`src/rtl/wk_alarm_pkg.sv`:
```
package wk_alarm_pkg;
    localparam int ADDR_W = 8;
    localparam int DATA_W = 32;
    localparam int MIN_W  = 7;
    localparam int HOUR_W = 6;
    localparam int NDAYS  = 7;
    localparam int WDAY_W = $clog2(NDAYS + 1);
    localparam int EN_BIT = 4;

    localparam logic [ADDR_W-1:0] OFS_CTRL = 8'h04;
    localparam logic [ADDR_W-1:0] OFS_STAT = 8'h3C;
    localparam logic [ADDR_W-1:0] OFS_AMIN = 8'h40;
    localparam logic [ADDR_W-1:0] OFS_AHR  = 8'h44;
    localparam logic [ADDR_W-1:0] OFS_DAYS = 8'h48;

    typedef struct packed {
        logic [MIN_W-1:0]  min;
        logic [HOUR_W-1:0] hour;
        logic [NDAYS-1:0]  days;
        logic              en;
    } alm_cfg_t;

    typedef struct packed {
        logic              tick;
        logic              hold;
        logic [7:0]        sec;
        logic [7:0]        min;
        logic [7:0]        hour;
        logic [WDAY_W-1:0] wday;
    } tm_view_t;

    function automatic logic day_selected(input logic [NDAYS-1:0] days,
                                          input logic [WDAY_W-1:0] wday);
        logic sel;
        sel = 1'b0;
        for (int i = 0; i < NDAYS; i++) begin
            if (wday == WDAY_W'(i)) sel = days[i];
        end
        return sel;
    endfunction
endpackage

```
`src/rtl/wk_alarm_regs.sv`:
```
module wk_alarm_regs
    import wk_alarm_pkg::*;
(
    input  logic              clk,
    input  logic              rst,
    input  logic              we,
    input  logic [ADDR_W-1:0] addr,
    input  logic [DATA_W-1:0] wdata,
    input  logic              pend,
    output alm_cfg_t          cfg,
    output logic              clr_req,
    output logic [DATA_W-1:0] rdata
);
    always_ff @(posedge clk) begin
        if (rst) begin
            cfg <= '0;
        end else if (we) begin
            case (addr)
                OFS_CTRL: cfg.en   <= wdata[EN_BIT];
                OFS_AMIN: cfg.min  <= wdata[MIN_W-1:0];
                OFS_AHR:  cfg.hour <= wdata[HOUR_W-1:0];
                OFS_DAYS: cfg.days <= wdata[NDAYS-1:0];
                default: ;
            endcase
        end
    end

    assign clr_req = we && (addr == OFS_STAT) && wdata[0];

    always_comb begin
        rdata = '0;
        case (addr)
            OFS_CTRL: rdata[EN_BIT]       = cfg.en;
            OFS_STAT: rdata[0]            = pend;
            OFS_AMIN: rdata[MIN_W-1:0]    = cfg.min;
            OFS_AHR:  rdata[HOUR_W-1:0]   = cfg.hour;
            OFS_DAYS: rdata[NDAYS-1:0]    = cfg.days;
            default:  rdata = '0;
        endcase
    end

    a_r3_en_follows_ctrl_write: assert property (@(posedge clk) disable iff (rst)
        (we && addr == OFS_CTRL) |=> (cfg.en == $past(wdata[EN_BIT])));
    a_r2_mask_holds_without_write: assert property (@(posedge clk) disable iff (rst)
        !(we && addr == OFS_DAYS) |=> $stable(cfg.days));
endmodule

```
`src/rtl/wk_alarm_match.sv`:
```
module wk_alarm_match
    import wk_alarm_pkg::*;
(
    input  alm_cfg_t cfg,
    input  tm_view_t tm,
    output logic     hit
);
    logic minute_edge;
    logic time_eq;
    logic day_ok;

    assign minute_edge = tm.tick && !tm.hold && (tm.sec == 8'h00);
    assign time_eq     = (tm.min == 8'(cfg.min)) && (tm.hour == 8'(cfg.hour));
    assign day_ok      = day_selected(cfg.days, tm.wday);
    assign hit         = minute_edge && time_eq && day_ok;
endmodule

```
`src/rtl/wk_alarm_pending.sv`:
```
module wk_alarm_pending (
    input  logic clk,
    input  logic rst,
    input  logic hit,
    input  logic clr,
    output logic pend
);
    always_ff @(posedge clk) begin
        if (rst)       pend <= 1'b0;
        else if (hit)  pend <= 1'b1;
        else if (clr)  pend <= 1'b0;
    end

    a_r4_hit_sets_flag: assert property (@(posedge clk) disable iff (rst)
        hit |=> pend);
    a_r9_clear_drops_flag: assert property (@(posedge clk) disable iff (rst)
        (clr && !hit) |=> !pend);
    a_r9_flag_sticky: assert property (@(posedge clk) disable iff (rst)
        (pend && !clr) |=> pend);
    a_r4_no_spurious_set: assert property (@(posedge clk) disable iff (rst)
        (!pend && !hit) |=> !pend);
endmodule

```
`src/rtl/wk_alarm_top.sv`:
```
module wk_alarm_top
    import wk_alarm_pkg::*;
(
    input  logic              clk,
    input  logic              rst,
    input  logic              bus_we,
    input  logic [ADDR_W-1:0] bus_addr,
    input  logic [DATA_W-1:0] bus_wdata,
    output logic [DATA_W-1:0] bus_rdata,
    input  logic              tm_tick,
    input  logic [7:0]        tm_sec,
    input  logic [7:0]        tm_min,
    input  logic [7:0]        tm_hour,
    input  logic [WDAY_W-1:0] tm_wday,
    input  logic              tm_hold,
    output logic              alarm_irq
);
    alm_cfg_t cfg;
    tm_view_t tm;
    logic     hit;
    logic     clr_req;
    logic     pend;

    assign tm = '{tick: tm_tick, hold: tm_hold, sec: tm_sec,
                  min: tm_min, hour: tm_hour, wday: tm_wday};

    wk_alarm_regs u_regs (
        .clk(clk), .rst(rst), .we(bus_we), .addr(bus_addr), .wdata(bus_wdata),
        .pend(pend), .cfg(cfg), .clr_req(clr_req), .rdata(bus_rdata)
    );

    wk_alarm_match u_match (.cfg(cfg), .tm(tm), .hit(hit));

    wk_alarm_pending u_pend (
        .clk(clk), .rst(rst), .hit(hit), .clr(clr_req), .pend(pend)
    );

    assign alarm_irq = pend && cfg.en;

    a_r7_hold_blocks_set: assert property (@(posedge clk) disable iff (rst)
        (!pend && tm_hold && !clr_req) |=> !pend);
    a_r6_set_needs_zero_sec: assert property (@(posedge clk) disable iff (rst)
        (!pend && !(tm_tick && tm_sec == 8'h00)) |=> !pend);
    a_r10_set_beats_clear: assert property (@(posedge clk) disable iff (rst)
        (clr_req && hit) |=> pend);
    a_r8_irq_needs_enable: assert property (@(posedge clk) disable iff (rst)
        alarm_irq |-> (cfg.en && pend));
endmodule

```
`config.mk`:
```
export PLATFORM = sky130hd
export DESIGN_NAME = wk_alarm_top
export DESIGN_NICKNAME = d
export VERILOG_FILES = /design/src/rtl/wk_alarm_pkg.sv /design/src/rtl/wk_alarm_regs.sv /design/src/rtl/wk_alarm_match.sv /design/src/rtl/wk_alarm_pending.sv /design/src/rtl/wk_alarm_top.sv
export SDC_FILE = /design/constraint.sdc
export NUM_CORES = 1
export LEC_CHECK = 0
export ABC_AREA = 1
export ABC_CLOCK_PERIOD_IN_PS = 1550
export BUFFER_PORTS_ARGS = -buffer_cell sky130_fd_sc_hd__buf_4
export CORE_MARGIN = 2
export CORE_UTILIZATION = 39
export DETAILED_ROUTE_END_ITERATION = 12
export PLACE_DENSITY_LB_ADDON = 0.05
export SYNTH_ARGS = -nofsm -noshare
export SYNTH_HDL_FRONTEND = slang
export SYNTH_SLANG_ARGS = --single-unit
export TNS_END_PERCENT = 100
```
`constraint.sdc`:
```
create_clock -name clk -period 1.55 [get_ports clk]
set_input_delay 0.31 -clock clk [delete_from_list [all_inputs] [get_ports clk]]
set_output_delay 0.31 -clock clk [all_outputs]
set_load 0.01 [all_outputs]
```
== Word level (Yosys, flattened, before mapping) ==
Cells that the tools add are included.

* Reduce and logical (&&, ||, !) cells: 16
* Mux-type cells: 14
* Equal/unequal tests: 13

{| class="wikitable"
|+ Operator list
! operator !! number
|-
| $eq 8x7->1 const B || 3
|-
| $eq 3x3->1 const B || 3
|-
| $mux 1 || 9
|-
| $pmux 3 s3 || 1
|-
| $eq 8x3->1 const B || 1
|-
| $eq 8x6->1 || 1
|-
| $eq 8x6->1 const B || 1
|-
| $eq 8x7->1 || 1
|-
| $logic_and 1x1->1 || 8
|-
| $logic_not 8->1 || 1
|-
| $pmux 1 s4 || 2
|-
| $reduce_and 2->1 || 4
|-
| $eq 3x2->1 const B || 2
|-
| $eq 3x1->1 const B || 1
|-
| $logic_not 3->1 || 1
|-
| $pmux 1 s3 || 1
|-
| $pmux 1 s2 || 1
|-
| $reduce_bool 2->1 || 1
|-
| $logic_not 1->1 || 1
|}

* Logic and storage cells: 48
* Register bits: 22
* Input bits: 72
* Output and inout port bits: 33

== Longest topological paths before layout ==
* Depth in word-level cells: 10
* Mapped depth: 10
* Depth with buffers taken out: 10

== Cells and area by module ==
Synthesis repeated with hierarchy kept, for this count alone.

* Cell total of the unflattened synthesis: 348
* Area, all modules: 2006.9 um^2

{| class="wikitable"
|+ Modules (own cells, without submodules)
! module !! area each (um^2) !! sequential area each (um^2) !! cells each !! times used
|-
| wk_alarm_regs || 1535.2 || 420.4 || 240 || 1
|-
| wk_alarm_match || 424.2 || 0.0 || 101 || 1
|-
| wk_alarm_pending || 40.0 || 20.0 || 5 || 1
|-
| wk_alarm_top || 7.5 || 0.0 || 2 || 1
|}

== Worst setup path after synthesis ==
OpenSTA, ideal clock, no wires.

* Kind: input port to output port
* From: input bus_addr[4]
* To: output bus_rdata[6]
* Data arrival time: 1.132 ns
* Required time: 1.240 ns
* Cell stages on the path: 7
* Slack: 0.108 ns
* Cells stage by stage: nor2_2 nand2_2 nor2_4 nand2_4 nor2_8 inv_1 o22ai_1

* Longest elaborated chain between the ends: 2
* Elaborated cells on any way between the ends: 3
* Classes of those cells: eq/ne: 2; mux: 1

{| class="wikitable"
|+ RTL lines
! item !! line !! RTL
|-
| start: declaration || wk_alarm_top.sv:7 || <nowiki>input logic [ADDR_W-1:0] bus_addr,</nowiki>
|-
| $eq 8x7->1 || wk_alarm_regs.sv:32 || <nowiki>case (addr)</nowiki>
|-
| $pmux 1 s2 * || wk_alarm_regs.sv:32 ||
|-
| end: declaration || wk_alarm_top.sv:9 || <nowiki>output logic [DATA_W-1:0] bus_rdata,</nowiki>
|}

Mark *: on every way between the ends. The rest lies on a longest branch, timed or not.

== Worst setup path in the final report ==
* From: input bus_addr[4]
* To: output bus_rdata[4]

* Longest elaborated chain between the ends: 2
* Elaborated cells on any way between the ends: 5
* Classes of those cells: eq/ne: 4; mux: 1

{| class="wikitable"
|+ RTL lines
! item !! line
|-
| $eq 8x7->1 or $eq 8x3->1 (tied branches) || wk_alarm_regs.sv:32
|-
| $pmux 1 s4 * || wk_alarm_regs.sv:32
|}

Marks and branches as above.

==> results.md <==
- Final Hold Slack: roughly 0.35 ns
- Routed wire length: 4064 µm
- Leading register cell type out of synthesis: dfxtp_1
- Via count: about 1600
- Top-Level Pins: approximately 110
- Most area-hungry cell type in the Yosys netlist: dfxtp_1
- TritonCTS clock tree: done
- Cell Pwr Density: 592.6 nW/µm²
- Cells taking the most area after synthesis: dfxtp_1 27%, buf_4 11%, nand2_1 11%, inv_1 9.9%, nor2_1 8.7%
- Number of antenna violations at the first check in global routing: 0
- Max H-tree Level: 1
- Detailed-routing iteration count for the pre-antenna-repair pass: 4
- Die footprint: between 4000 and 5000 µm²
- Finished Core Util: 56.24%
- Worst R2R Setup Slack: ~0.29 ns
- Die Span X: ~69 µm
- Launching point of the worst reg2reg path: u_regs.cfg[18]
- Sort of element at the end of the critical path: output pin
- Pin count of the biggest net entering global routing: 23
- Cell depth of the worst flop-to-flop path: 9
- Met3 Track Usage GR: under 10%
- Post-layout min period: between 1.5 and 2 ns
- Final count of hold timing violations: 0
- Number of different library cells in the post-synthesis netlist: 26
- Setup slack of the critical path after layout: -0.1501 ns
- Number of max-capacitance violations reported: 0
- Number of synthesis warnings: 0
- Avg WL per Cell: 11.10 µm
- Maximum operating frequency: about 0.59 GHz
- Clock skew: ~0.011 ns
- Gpl congestion: between 0.7 and 0.8
- DRC violations left: 0
- TritonCTS sink count: 22
- Pins over their slew limit: 0
- Met2 global-route usage: roughly 31%
- Ant diodes: 0
- Clock edge transition at the registers on the reported setup and hold paths: around 0.09 ns
- Reg-to-Reg End: u_pend.pend
- Antenna Violating Nets Remaining: 0
- Worst EP arrival: 1.39 ns
- First-pass GRT wire length: around 6300 µm
- Critical Path End: bus_rdata[4]
- CORE AREA: 4029 µm²
- Total half-perimeter wirelength after legalization and detailed placement: roughly 3300 µm
- Lkg Pwr: between 1 and 1.5 nW
- Instance area after placement: ~2100 µm²
- Total standard cell area after synthesis: 1635 µm²
- Endpoints failing setup: 7
- Kind of critical path: input port to output pin
- Post-synthesis sequential area ratio: 26.93%
- Starting Density: between 40% and 50%
- Number of buffers created by CTS: 3
- GR Util met1: between 20% and 30%
- Layout cell share with drive strength beyond 1: approximately 34%
- Floorplan die height: 68.76 µm
- Hold-fix buffers, CTS: 0
- Violated checks: setup timing
- Port Buffer Count: 54
- RSZ-0062 raised after global routing: true
- Number of flops mapped to enable cells by yosys: 0
- Proportion of synthesized flip-flops having asynchronous set or reset: 0%
- Number of cells in the design after placement: between 300 and 400
- Setup crit start: bus_addr[4]
- Maximum vdd ir drop: roughly 0.00032 V
- Most used routing layer: met2
- Overall power: 1.343 mW
- Most frequent cells in the layout: 66 x buf_4, 42 x inv_1, 42 x nand2_1
- Worst skew pair latency: ~0.26 ns
- Startpoint class of the critical path: input port
- Outcome: finished with violations
- Final worst path period share: 109.7%
- Type of the tightest min-delay check: input port to flop
- Maximum fanout along the worst path: 8
- Data required time at the worst endpoint: between 1 and 1.5 ns
- Cell at the root of the clock tree: clkbuf_8
- Most common cell after layout, fill and taps aside: buf_4
- First-iteration detailed-routing DRC count: 60
- Per-cell via count in the routed design: ~4.5
- Worst-case clock buffer depth: 2
- Number of nets in the finished design: around 400
- Count of state elements after synthesis: 22
- Final non-filler cell area: ~2300 µm²
- Gr ovfl total: 0
- Share of the synthesized area in the top cell type: between 20% and 30%
- Growth of design area from synthesis to finish: 38.56%
- Avg Synthesized Cell Area: about 6.6 µm²
- Total routing usage reported by global routing: ~18%
- Non-filler instance count after layout: ~370
- Gate Count Post-Synth: ~250
- # rows: 23
- Number of global-route vias before repair: approximately 1400
[worst min path at each step]
stage,end,cells past startpoint,slack (ns),start
final,u_regs.cfg[13],3,0.35,bus_wdata[5]
after global routing,u_regs.cfg[13],3,0.35,bus_wdata[5]
after CTS,u_regs.cfg[13],3,0.34,bus_wdata[5]
after detailed placement,u_regs.cfg[0],2,0.48,u_regs.cfg[0]
after global placement,u_regs.cfg[0],2,0.47,u_regs.cfg[0]
after floorplan,u_regs.cfg[0],1,0.39,rst
[layout make-up]
| type | instances | area, µm² |
|---|---|---|
| Multi-Input combinational cell | 178 | 997.2 |
| Inverter | 43 | 161.4 |
| Fill cell | 430 | 1763 |
| Clock inverter | 1 | 30.03 |
| Tap cell | 50 | 62.56 |
| Sequential cell | 22 | 440.4 |
| Clock buffer | 3 | 41.29 |
| Timing Repair Buffer | 69 | 533.0 |
[worst max-delay path, stage by stage]
cell and delay (ns):
buf_8 0.10, nor2_4 0.10, nand2_2 0.06, nor2_4 0.14
buf_6 0.13, nand2_4 0.05, nor2_8 0.18, a21oi_2 0.08
o21ai_1 0.09, buf_4 0.14
[per-stage QoR]
stage	setup slack [ns]	setup TNS, ns
2_1_floorplan	0.1080	0
3_3_place_gp	-0.2038	-2.207
3_5_place_dp	-0.2207	-2.240
4_1_cts	-0.2125	-1.422
5_1_grt	-0.2388	-1.584
6_report	-0.1501	-0.9076
[what timing repair did]
item,CTS,global route
gates cloned,0,0
pin swaps,10,8
endpoints found under the setup margin,7,14
buffers inserted,1,2
gates resized for setup,18,10
[layer usage]
layer	part of all wire [%]	up-vias
li1	-	877
met1	45	709
met2	48	55
met3	6.0	4
met4	0.71	0
met5	0	-
[cell families after synthesis]
logic type | count (synthesis) | synth area share, %
AND/OR/NAND/NOR | 109 | 29.99
buffers and inverters | 73 | 23.11
AO/OA/AOI/OAI | 41 | 18.13
flip-flops | 22 | 26.93
XOR/XNOR | 3 | 1.607
other | 1 | 0.2293
[cell usage after synthesis (3+ instances only)]
| library cell | instances |
|---|---|
| o22ai_1 | 3 |
| nand2_1 | 46 |
| nand4_1 | 3 |
| a211oi_2 | 5 |
| o221ai_1 | 4 |
| nor2_1 | 38 |
| xnor2_1 | 3 |
| inv_1 | 43 |
| o21ai_0 | 9 |
| a21oi_1 | 6 |
| a211oi_1 | 14 |
| dfxtp_1 | 22 |
| nor3_1 | 3 |
| nand3_1 | 9 |
| buf_4 | 25 |
[report_power, final]
| part | switching [mW] | leakage [nW] | internal [mW] |
|---|---|---|---|
| clock | 0.192 | 0.0357 | 0.345 |
| sequential | 0.000715 | 0.177 | 0.566 |
| combinational | 0.122 | 0.855 | 0.117 |
| total | 0.315 | 1.07 | 1.03 |
[sequential cells by signal (all words and copies together), names as in the netlist]
name	count
u_regs.cfg	21
u_pend.pend	1
Note: power is estimated with default switching activity, not from simulation.
